$ cat src/rtl/ptm_pkg.sv
package ptm_pkg;

    // word index of each register inside the window (paddr[7:2])
    localparam int IDX_CTRL   = 0;
    localparam int IDX_PERIOD = 1;
    localparam int IDX_COUNT  = 2;
    localparam int IDX_STATUS = 3;

    // control bit positions
    localparam int CTRL_RUN_BIT     = 0;
    localparam int CTRL_RESTART_BIT = 1;

    typedef enum logic [1:0] {
        TS_HALTED   = 2'd0,
        TS_ZEROPER  = 2'd1,
        TS_COUNTING = 2'd2
    } tmr_state_e;

endpackage

$ cat src/rtl/tick_timer_bus.sv
module tick_timer_bus
    import ptm_pkg::*;
#(
    parameter int ADDR_W = 8,
    parameter int DATA_W = 32
) (
    input  logic              psel,
    input  logic              penable,
    input  logic              pwrite,
    input  logic [ADDR_W-1:0] paddr,
    input  logic              run_i,
    input  logic [DATA_W-1:0] period_i,
    input  logic [DATA_W-1:0] count_i,
    input  logic              flag_i,
    output logic [DATA_W-1:0] prdata,
    output logic              ctrl_we,
    output logic              period_we,
    output logic              status_re
);
    localparam int IDX_W = ADDR_W - 2;

    logic [IDX_W-1:0] idx;
    logic             access;
    logic             unused_lsb;

    assign idx        = paddr[ADDR_W-1:2];
    assign unused_lsb = ^paddr[1:0];
    assign access     = psel & penable;

    assign ctrl_we   = access &  pwrite & (idx == IDX_W'(IDX_CTRL));
    assign period_we = access &  pwrite & (idx == IDX_W'(IDX_PERIOD));
    assign status_re = access & ~pwrite & (idx == IDX_W'(IDX_STATUS));

    always_comb begin
        prdata = '0;
        if (access && !pwrite) begin
            if (idx == IDX_W'(IDX_CTRL)) begin
                prdata[CTRL_RUN_BIT] = run_i;
            end else if (idx == IDX_W'(IDX_PERIOD)) begin
                prdata = period_i;
            end else if (idx == IDX_W'(IDX_COUNT)) begin
                prdata = count_i;
            end else if (idx == IDX_W'(IDX_STATUS)) begin
                prdata[0] = flag_i;
            end
        end
    end
endmodule

$ cat src/rtl/tick_timer_flag.sv
module tick_timer_flag (
    input  logic clk,
    input  logic rst_n,
    input  logic set_i,
    input  logic clr_i,
    output logic flag_o
);
    logic flag_q;

    // a tick on the same edge as a clearing read keeps the flag set
    always_ff @(posedge clk) begin
        if (!rst_n) begin
            flag_q <= 1'b0;
        end else if (set_i) begin
            flag_q <= 1'b1;
        end else if (clr_i) begin
            flag_q <= 1'b0;
        end
    end

    assign flag_o = flag_q;
endmodule

$ cat src/rtl/tick_timer_engine.sv
module tick_timer_engine
    import ptm_pkg::*;
#(
    parameter int CNT_W = 32
) (
    input  logic             clk,
    input  logic             rst_n,
    input  logic             ctrl_we,
    input  logic             run_bit,
    input  logic             restart_bit,
    input  logic             period_we,
    input  logic [CNT_W-1:0] period_wdata,
    output tmr_state_e       state_o,
    output logic             run_o,
    output logic [CNT_W-1:0] period_o,
    output logic [CNT_W-1:0] count_o,
    output logic             restart_o,
    output logic             wrap_o,
    output logic             irq_o
);
    localparam logic [CNT_W-1:0] ONE = CNT_W'(1);

    tmr_state_e       state_q, state_d;
    logic [CNT_W-1:0] period_q, period_nx;
    logic [CNT_W-1:0] count_q, count_d;
    logic             run_now, run_nx;
    logic             restart, terminal, wrap;
    logic             irq_q;

    assign run_now   = (state_q != TS_HALTED);
    assign run_nx    = ctrl_we ? run_bit : run_now;
    assign period_nx = period_we ? period_wdata : period_q;
    assign restart   = ctrl_we & restart_bit;

    // next-state logic: start, stop, park, unpark
    always_comb begin
        state_d = state_q;
        unique case (state_q)
            TS_HALTED: begin
                if (run_nx) begin
                    state_d = (period_nx == '0) ? TS_ZEROPER : TS_COUNTING;
                end
            end
            TS_ZEROPER: begin
                if (!run_nx) begin
                    state_d = TS_HALTED;
                end else if (period_nx != '0) begin
                    state_d = TS_COUNTING;
                end
            end
            TS_COUNTING: begin
                if (!run_nx) begin
                    state_d = TS_HALTED;
                end else if (period_nx == '0) begin
                    state_d = TS_ZEROPER;
                end
            end
            default: state_d = TS_HALTED;
        endcase
    end

    // state register
    always_ff @(posedge clk) begin
        if (!rst_n) begin
            state_q <= TS_HALTED;
        end else begin
            state_q <= state_d;
        end
    end

    // period register: the compare sees a new value after its write edge
    always_ff @(posedge clk) begin
        if (!rst_n) begin
            period_q <= '0;
        end else begin
            period_q <= period_nx;
        end
    end

    assign terminal = (state_q == TS_COUNTING) && (count_q >= period_q - ONE);
    assign wrap     = terminal && !restart;

    always_comb begin
        count_d = count_q;
        if (restart) begin
            count_d = '0;
        end else if (state_q == TS_COUNTING) begin
            count_d = terminal ? '0 : count_q + ONE;
        end
    end

    always_ff @(posedge clk) begin
        if (!rst_n) begin
            count_q <= '0;
        end else begin
            count_q <= count_d;
        end
    end

    // output register: one-clock pulse per wrap
    always_ff @(posedge clk) begin
        if (!rst_n) begin
            irq_q <= 1'b0;
        end else begin
            irq_q <= wrap;
        end
    end

    assign state_o   = state_q;
    assign run_o     = run_now;
    assign period_o  = period_q;
    assign count_o   = count_q;
    assign restart_o = restart;
    assign wrap_o    = wrap;
    assign irq_o     = irq_q;
endmodule

$ cat src/rtl/tick_timer_apb.sv
module tick_timer_apb
    import ptm_pkg::*;
#(
    parameter int ADDR_W = 8,
    parameter int DATA_W = 32
) (
    input  logic              pclk,
    input  logic              presetn,
    input  logic              psel,
    input  logic              penable,
    input  logic              pwrite,
    input  logic [ADDR_W-1:0] paddr,
    input  logic [DATA_W-1:0] pwdata,
    output logic [DATA_W-1:0] prdata,
    output logic              pready,
    output logic              pslverr,
    output logic              irq_o
);
    localparam int CNT_W = DATA_W;

    logic             ctrl_we, period_we, status_re;
    logic             run_w, flag_w, restart_w, wrap_w;
    logic [CNT_W-1:0] period_w, count_w;
    tmr_state_e       state_w;

    assign pready  = 1'b1;
    assign pslverr = 1'b0;

    tick_timer_bus #(
        .ADDR_W (ADDR_W),
        .DATA_W (DATA_W)
    ) u_bus (
        .psel      (psel),
        .penable   (penable),
        .pwrite    (pwrite),
        .paddr     (paddr),
        .run_i     (run_w),
        .period_i  (period_w),
        .count_i   (count_w),
        .flag_i    (flag_w),
        .prdata    (prdata),
        .ctrl_we   (ctrl_we),
        .period_we (period_we),
        .status_re (status_re)
    );

    tick_timer_engine #(
        .CNT_W (CNT_W)
    ) u_engine (
        .clk          (pclk),
        .rst_n        (presetn),
        .ctrl_we      (ctrl_we),
        .run_bit      (pwdata[CTRL_RUN_BIT]),
        .restart_bit  (pwdata[CTRL_RESTART_BIT]),
        .period_we    (period_we),
        .period_wdata (pwdata),
        .state_o      (state_w),
        .run_o        (run_w),
        .period_o     (period_w),
        .count_o      (count_w),
        .restart_o    (restart_w),
        .wrap_o       (wrap_w),
        .irq_o        (irq_o)
    );

    tick_timer_flag u_flag (
        .clk    (pclk),
        .rst_n  (presetn),
        .set_i  (wrap_w),
        .clr_i  (status_re),
        .flag_o (flag_w)
    );
endmodule

$ cat config.mk
export PLATFORM = sky130hd
export DESIGN_NAME = tick_timer_apb
export DESIGN_NICKNAME = d
export VERILOG_FILES = /design/src/rtl/ptm_pkg.sv /design/src/rtl/tick_timer_bus.sv /design/src/rtl/tick_timer_flag.sv /design/src/rtl/tick_timer_engine.sv /design/src/rtl/tick_timer_apb.sv
export SDC_FILE = /design/constraint.sdc
export NUM_CORES = 1
export LEC_CHECK = 0
export BUFFER_PORTS_ARGS = -buffer_cell sky130_fd_sc_hd__buf_2
export CORE_MARGIN = 2
export CORE_UTILIZATION = 38
export DETAILED_ROUTE_END_ITERATION = 10
export RECOVER_POWER = 25
export SETUP_SLACK_MARGIN = 0.2
export SYNTH_ARGS = -nofsm -noshare
export SYNTH_HDL_FRONTEND = slang
export SYNTH_SLANG_ARGS = --single-unit
$ cat constraint.sdc
create_clock -name pclk -period 3.9 [get_ports pclk]
set_clock_uncertainty 0.15 [all_clocks]
set_input_delay 0.39 -clock pclk [delete_from_list [all_inputs] [get_ports pclk]]
set_output_delay 0.39 -clock pclk [all_outputs]
set_load 0.01 [all_outputs]
# Word level (Yosys, flattened, before mapping)
# Index checks and enable logic that the tools add are counted.
dict set report word_totals {
  register_bits 68
  latch_bits 0
  ram_bits 0
  mem_bits_ro 0
  in_bits 45
  output_inout_bits 35
  elab_cells 57
  mem_count 0
}
dict set report classes {
  n_addsub 2
  n_mul 0
  div_mod_pow 0
  order_cmp 1
  n_eq_ne 8
  n_shift 0
  n_mux 19
  bitwise 9
  reduce_logical 13
}
# operator count
set ops {}
lappend ops {{32-bit two-way mux} 4}
lappend ops {{31-bit two-way mux} 2}
lappend ops {{32-bit by 1-bit adder with 32-bit output (second input constant)} 1}
lappend ops {{32-bit >= comparator} 1}
lappend ops {{32-bit logical NOT} 1}
lappend ops {{32-bit nonzero test} 1}
lappend ops {{32-bit by 1-bit subtractor with 32-bit output (second input constant)} 1}
lappend ops {{6-bit by 2-bit == test with 1-bit output (second input constant)} 2}
lappend ops {{2-bit two-way mux} 6}
lappend ops {{1-bit AND} 7}
lappend ops {{6-bit by 1-bit == test with 1-bit output (second input constant)} 1}
lappend ops {{6-bit logical NOT} 1}
lappend ops {{1-bit two-way mux} 6}
lappend ops {{3-bit inequality test (second input constant)} 2}
lappend ops {{2-bit one-hot mux with 3 select lines} 1}
lappend ops {{2-bit nonzero test} 2}
lappend ops {{1-bit logical AND} 3}
lappend ops {{3-bit AND reduction} 1}
lappend ops {{2-bit by 1-bit == test with 1-bit output (second input constant)} 1}
lappend ops {{2-bit == test (second input constant)} 1}
lappend ops {{1-bit logical NOT} 2}
lappend ops {{2-bit logical NOT} 1}
lappend ops {{2-bit by 1-bit inequality test with 1-bit output (second input constant)} 1}
lappend ops {{1-bit NOT} 2}
lappend ops {{2-bit OR reduction} 1}

# Depth between registers and ports, before layout
# Gate-level depths: netlist of run 1.
dict set report logic_depth {
  depth_word 8
  depth_mapped 18
  depth_no_buf 17
}

# Cells and area by module
# From an unflattened synthesis of run 1, not the netlist that was laid out.
dict set report unflattened {
  hier_cells 601
  hier_area_um2 5791.8
}
# mod instances cells_per_inst area_each_um2
set by_module_without_submodules {}
lappend by_module_without_submodules {tick_timer_engine 1 466 4237.8}
lappend by_module_without_submodules {tick_timer_bus 1 128 1490.2}
lappend by_module_without_submodules {tick_timer_flag 1 3 41.3}
lappend by_module_without_submodules {tick_timer_apb 1 4 22.5}

# Least setup slack after synthesis of run 1
# Ideal clock, no wire load.
dict set report synth_timing {
  kind {register to register}
  from {reg u_engine.period_q[9] (netlist: u_engine.period_o[9])}
  to {reg u_engine.count_q[5] (netlist: u_engine.count_o[5])}
  setup_ns 0.076
  t_arrival_ns 3.803
  t_required_ns 3.674
  slack_ns -0.128
  path_stages_with_launch 16
  n_path_buf 2
  synth_period_minus_slack_ns 4.028
  cell_sequence {dfxtp_1 > buf_6 > or4_4 > or3_1 > nor3_1 > nand2_1 > nor2_1 > xnor2_1 > ha_1 > a21oi_1 > a21boi_0 > a2111oi_0 > a21boi_0 > clkbuf_1 > nand3_1 > a31oi_1}
}
dict set report synth_via {
  elab_chain_len 4
}
# item line_no
set synth_lines {}
lappend synth_lines {{start: declaration} tick_timer_engine.sv:24} ;# logic [CNT_W-1:0] period_q, period_nx;
lappend synth_lines {{start signal: assignment} tick_timer_engine.sv:76} ;# period_q <= period_nx;
lappend synth_lines {{32-bit by 1-bit subtractor with 32-bit output} tick_timer_engine.sv:80} ;# assign terminal = (state_q == TS_COUNTING) && (count_q >= period_q - ONE);
lappend synth_lines {{32-bit >= comparator} tick_timer_engine.sv:80}
lappend synth_lines {{1-bit logical AND} tick_timer_engine.sv:80}
lappend synth_lines {{32-bit two-way mux} tick_timer_engine.sv:88} ;# count_d = terminal ? '0 : count_q + ONE;
lappend synth_lines {{end signal: assignment} tick_timer_engine.sv:96} ;# count_q <= count_d;
lappend synth_lines {{end: declaration} tick_timer_engine.sv:25} ;# logic [CNT_W-1:0] count_q, count_d;
# Every way passes these cells.
# A chain may end at the register's enable or synchronous reset.

# Worst setup path in the final report of run 1
dict set report layout_timing {
  from {reg u_engine.period_q[21] (netlist: u_engine.period_o[21])}
  to {reg u_engine.count_q[12] (netlist: u_engine.count_o[12])}
}
# The elaborated chain is that of the path after synthesis.

==> results.cfg, run 1 <==
[synth]
yosys.area.top_type = dfxtp_1
async_flop_share_pct = 0
synth_top_area_share_pct = 29.6
synth_compound_area_share_pct = 16.2
synth_area_leaders = dfxtp_1 30%, ha_1 9.3%, nand2_1 7.8%, nor2_1 6.7%, xnor2_1 5.7%
synth_cell_types = 48
synth_top_family_by_area = simple AND/OR/NAND/NOR gates
synth_area_per_cell_um2 = 7.64
ys_seq_elements = 68
synth_seq_area_share_pct = 29.6
syn_inst = 602
netlist_area_mm2 = 0.00460
synth_ff_type = dfxtp_1
yosys_warnings = 0
synth.area.mux_share_pct = 0.218
synth_edf_count = 0
synth_fa_ha_area_share_pct = 9.25
synth_xor_area_share_pct = 9.90
synth_nets = 681
yosys.area_share.simple_pct = 30.9

[pwr]
clkPwrFrac_pct = 53.0
p_sw_uw = 379
leakage_uw = 0.00250
power.density_mw_per_mm2 = 293
irDropWorstVdd_mv = 0.176
p_sw_share_pct = 21.8
intPower_uw = 1360
p_seq_share_pct = 40.9
combPwrFrac_pct = 6.1
power_uw = 1740

[timing]
setup_viol_count_final = 0
period_share_pct = 97.3
worst_pin_slew_ns = 0.911
maxSlewHeadroom_pct = 39.3
final.setup.tns_ns = 0
finalWorstSetupSlack_ns = 0.105
min_period_ns = 3.79
drv_slew = 0
fmaxAchievable_mhz = 264
hold_viol = 0
rsz0062_at_grt = yes

[drt]
first_pass_iters = 5
wl_per_cell_um = 15.7
postRouteAntennaNets = 0
vias_per_cell = 5.36
wl_mm = 13.4
drc_errors = 0
vias = 4590
dr.first_iter.drc_count = 247

[clock_tree]
cts.sinks = 68
cts_tree = built
cts_made_buffers = 9
clockBufferDepth = 2
postCtsHoldBufs = 0
cts_root_buffer = clkbuf_16
clkLatencyLatePin_ns = 0.34
clk_pin_slew_ns = 0.06
h-tree-depth = 3

[min_path]
min_from = pwdata[3]
hold_class = input pin to flop

[worst_setup_path]
worst_path_most_repeated_cell = or3_4
cp-end-kind = flop
crit_arrival_ns = 3.88
rr_startpoint = u_engine.period_o[21]$_SDFF_PN0_
critPathKind = flop to flop
crit_family = simple AND/OR/NAND/NOR gates
crit_chain = or3_4 -> or3_4 -> or3_4 -> or3_4 -> nor3_4 -> xnor2_1 -> ha_1 -> nand4_1 -> buf_4 -> nor4_4 -> a21boi_4 -> o21ai_2 -> buf_12 -> nor2_1
startpoint = u_engine.period_o[21]$_SDFF_PN0_
critPathSlowestCell = or3_4
critical_path_buf_inv_count = 2
critPathMaxFanout = 20
regToRegSetupSlack_ns = 0.11
critPathLaunchType = flop
worstPathRequired_ns = 3.98
critPathMaxStageDelay_ns = 0.38

[outcome]
status = finished clean

[floorplan]
fp-row-count = 40
fp.dieW_um = 114
die_h_um = 114
top_level_ports = 80
initial_core_util_pct = 38.6
die-area_mm2 = 0.0130
core-area_mm2 = 0.0119

[layout]
multiInputGateArea_mm2 = 0.00327
n_antenna_cell = 0
layout_commonest_cell = nand2_1
finalInstanceArea_mm2 = 0.00594
layout.nets = 783
n_fill_cell = 1178
layout_common_cells = 95 x nand2_1, 78 x nor2_1, 74 x buf_2
area.growth.synth_to_final_pct = 29.3
seq_area_mm2 = 0.00136
post-route-util_pct = 49.9
drive_gt1_share_pct = 26.0

[place]
place_ws_ns = -0.159
gp_congestion = 0.832
hpwl_mm = 10.0
io_buffers = 75
placed_area_mm2 = 0.00538

[global_route]
gr-usage-met1_pct = 28.2
antenna_found_initial = 0
grt.busiest_layer = met2
grtUsageMet3_pct = 2.76
grt_max_degree = 37
grt_pass1_wl_mm = 21.9
overflow = 0
use_met2_pct = 34.9
grt_pass1_vias = 4466
grt_usage_pct = 21.2

[run]
cap_violations = 0
state kept, by name, indices dropped and copies added, names as in the netlist:
register / cells
u_engine.irq_o: 1
u_engine.state_o: 2
u_engine.count_o: 32
u_flag.flag_o: 1
u_engine.period_o: 32
final timing paths:
| path | end | cells past startpoint |
|---|---|---|
| max | u_engine.count_o[12]$_SDFFE_PP0N_ | 14 |
| min | u_engine.period_o[3]$_SDFF_PN0_ | 3 |
| max reg2reg | u_engine.count_o[12]$_SDFFE_PP0N_ | 14 |
| min reg2reg | u_flag.flag_o$_SDFFE_PN0P_ | 1 |
timing repair:
| item | CTS | global route |
|---|---|---|
| buffers inserted | 3 | 3 |
| hold endpoints to repair | 0 | 0 |
| gates resized for setup | 28 | 21 |
| pin swaps | 13 | 13 |
| setup endpoints to repair | 34 | 34 |
worst register-to-register path, cell delays in order, from the launching register on:
cell and delay [ns]:
dfxtp_1 0.31, or3_4 0.38, or3_4 0.34, or3_4 0.34
or3_4 0.37, nor3_4 0.15, xnor2_1 0.09, ha_1 0.29
nand4_1 0.16, buf_4 0.19, nor4_4 0.31, a21boi_4 0.12
o21ai_2 0.24, buf_12 0.19, nor2_1 0.07
metrics by stage:
step	hold slack, ns	std cells
2_1_floorplan	0.310	602
3_3_place_gp	0.320	834
3_5_place_dp	0.329	834
4_1_cts	0.163	853
5_1_grt	0.177	856
6_report	0.162	856
synth_stat cells (all sizes together), types with 3 or more instances:
library cell	n
xnor2	30
inv	7
buf	9
or3	7
dfxtp	68
a21oi	12
nand2	97
nor2	82
and2	3
and3	9
xor2	22
a31oi	3
clkbuf	25
ha	34
a21boi	34
nor3	22
a22oi	31
or4	4
nor2b	3
nor3b	4
nand3	26
o21ai	12
a211oi	5
nor4	19
nand4	12
power by group through the flow:
stage	combinational, µW	clock (µW)	sequential [µW]
2_1_floorplan	55.1	0	722
3_3_place_gp	95.4	0	726
3_5_place_dp	98.3	0	726
4_1_cts	102	928	711
5_1_grt	117	959	712
6_report	106	922	711
routing by layer:
layer | wire length, µm | vias up
li1 | - | 2324
met1 | 6210 | 2154
met2 | 6450 | 97
met3 | 535 | 15
met4 | 202 | 0
met5 | 0 | -
kinds of logic (layout without fill, tap and decap cells):
family / after synthesis / in the layout
AOI/OAI and AO/OA: 107 / 107
xor gates and xnor gates: 52 / 52
adders and majority gates: 34 / 34
buffers and inverters: 41 / 148
DFF: 68 / 68
muxes: 1 / 1
other: 2 / 2
and+or+nand+nor: 297 / 297
final cells by class:
cell class | instances | share of cell area (%)
multi-input combinational | 493 | 54.9
sequential | 68 | 22.9
timing repair buffer | 125 | 12.9
clock inverter | 3 | 1.14
inverter | 7 | 0.442
clock buffer | 13 | 4.55
tap | 147 | 3.09
Power figures use the tool's default switching activity.
==> run 2: changes to the inputs <==
- SYNTH_HIERARCHICAL: unset -> 1
==> run 2 against run 1 <==
Effect of this change: sequential power down 2%; maximum frequency down 2.5%; hold slack better by 0.016 ns; non-clock buffer count down 15; combinational power up 38%; count of clock-buffer cells in the layout down 1; wire length up 20%; utilization down 4.6 points; the run now ends with capacitance limit, slew limit left; critical path depth down 1; clock power down 1%.
==> results.cfg, run 2 <==
[synth]
synth_nets = 679
netlist_area_mm2 = 0.00579
syn_inst = 600
yosys_warnings = 6
synth_area_per_cell_um2 = 9.65

[clock_tree]
cts_root_buffer = clkbuf_16
clk_pin_slew_ns = 0.06
clockBufferDepth = 2
cts_tree = built
cts_made_buffers = 9
clkLatencyLatePin_ns = 0.33
h-tree-depth = 3
postCtsHoldBufs = 0
cts.sinks = 68

[global_route]
grt_pass1_vias = 4977
grt_usage_pct = 20.0
antenna_found_initial = 0
grt_max_degree = 46
grt_pass1_wl_mm = 26.0
overflow = 0

[worst_setup_path]
critPathSlowestCell = or4_4
critPathLaunchType = flop
critPathMaxFanout = 30
crit_family = simple AND/OR/NAND/NOR gates
crit_arrival_ns = 3.98
critPathKind = flop to flop
crit_chain = or4_4 -> or3_4 -> nor2_4 -> nand2_2 -> or4_4 -> xor2_1 -> ha_1 -> nand4_1 -> nor2_2 -> a2111oi_4 -> o21ai_2 -> buf_12 -> a211oi_1
worstPathRequired_ns = 3.99
worst_path_most_repeated_cell = or4_4
critPathMaxStageDelay_ns = 0.54
critical_path_buf_inv_count = 1
cp-end-kind = flop

[pwr]
intPower_uw = 1360
p_seq_share_pct = 39.8
p_sw_uw = 395
power.density_mw_per_mm2 = 258
p_sw_share_pct = 22.5
clkPwrFrac_pct = 51.9
irDropWorstVdd_mv = 0.194
combPwrFrac_pct = 8.3
leakage_uw = 0.00292

[timing]
drv_slew = 35
min_period_ns = 3.89
hold_viol = 0
period_share_pct = 99.8
fmaxAchievable_mhz = 257
rsz0062_at_grt = yes
fin_hold_ws_ns = 0.179
maxSlewHeadroom_pct = -60.7
setup_viol_count_final = 0
finalWorstSetupSlack_ns = 0.00612
final.setup.tns_ns = 0
worst_pin_slew_ns = 2.41

[floorplan]
fp.dieW_um = 127
top_level_ports = 80
die_h_um = 127
fp-row-count = 45
core-area_mm2 = 0.0150
initial_core_util_pct = 38.5
die-area_mm2 = 0.0162

[place]
gp_congestion = 0.921
place_ws_ns = -0.00923
io_buffers = 75
hpwl_mm = 12.0

[outcome]
violations = capacitance limit, slew limit
status = complete, but fails checks

[layout]
layout.nets = 753
seq_area_mm2 = 0.00136
layout_common_cells = 73 x buf_2, 66 x dfxtp_1, 41 x nand3b_1
post-route-util_pct = 45.3
area.growth.synth_to_final_pct = 17.8
drive_gt1_share_pct = 31.2
n_antenna_cell = 0
layout_commonest_cell = buf_2
n_fill_cell = 1388
multiInputGateArea_mm2 = 0.00420

[drt]
drc_errors = 0
wl_per_cell_um = 18.6
vias = 4995
vias_per_cell = 5.76
wl_mm = 16.1
postRouteAntennaNets = 0
dr.first_iter.drc_count = 223
first_pass_iters = 5

[run]
cap_violations = 1

[min_path]
hold_class = input pin to flop
run 2: metrics by stage:
step                total power [µW]  cell area [µm²]  std cells
floorplan                        822             5820        600
global placement                 853             6400        848
detailed placement               858             6400        848
CTS                             1770             6760        865
global route                    1810             6820        867
finish                          1760             6820        867
run 2: final timing paths:
path / startpoint / endpoint / slack, ns / cells after the start
setup reg to reg: u_engine/period_o[12]$_SDFF_PN0_ / u_engine/count_o[23]$_SDFFE_PP0N_ / 0.006 / 13
hold reg to reg: u_engine/period_o[7]$_SDFF_PN0_ / u_engine/period_o[7]$_SDFF_PN0_ / 0.42 / 2
setup / recovery: u_engine/period_o[12]$_SDFF_PN0_ / u_engine/count_o[23]$_SDFFE_PP0N_ / 0.006 / 13
hold / removal: pwdata[13] / u_engine/period_o[13]$_SDFF_PN0_ / 0.18 / 3
run 2: worst register-to-register path, delay by kind of cell, from the launching register on:
kind,cells,cell delay [ns]
AOI/OAI and AO/OA,3,0.85
xor gates and xnor gates,1,0.16
adders and majority gates,1,0.31
buffers and inverters,1,0.19
DFF,1,0.31
and+or+nand+nor,7,1.83
run 2: power by group through the flow:
stage	clock (µW)	combinational [µW]	sequential [µW]
2_1_floorplan	0	109	713
3_3_place_gp	0	139	714
3_5_place_dp	0	144	714
4_1_cts	923	144	699
5_1_grt	954	157	699
6_report	912	146	700
run 2: per-layer routing:
metal  track usage [%]  routed length (µm)
met1              27.7                7550
met2              32.3                7590
met3              2.30                 622
met4              7.24                 331
met5                 0                   0
run 2: repair_timing:
| item | CTS | global route |
|---|---|---|
| gates resized for setup | 4 | 9 |
| setup endpoints to repair | 34 | 34 |
| setup buffers | 1 | 2 |
| pin swaps | 4 | 3 |
run 2: layout make-up:
| type | instances | area share [%] |
|---|---|---|
| inverter | 5 | 0.275 |
| sequential | 68 | 20.0 |
| timing repair buffer | 110 | 9.69 |
| clock buffer | 12 | 3.91 |
| tap | 188 | 3.45 |
| multi-input combinational | 480 | 61.6 |
| clock inverter | 4 | 1.03 |
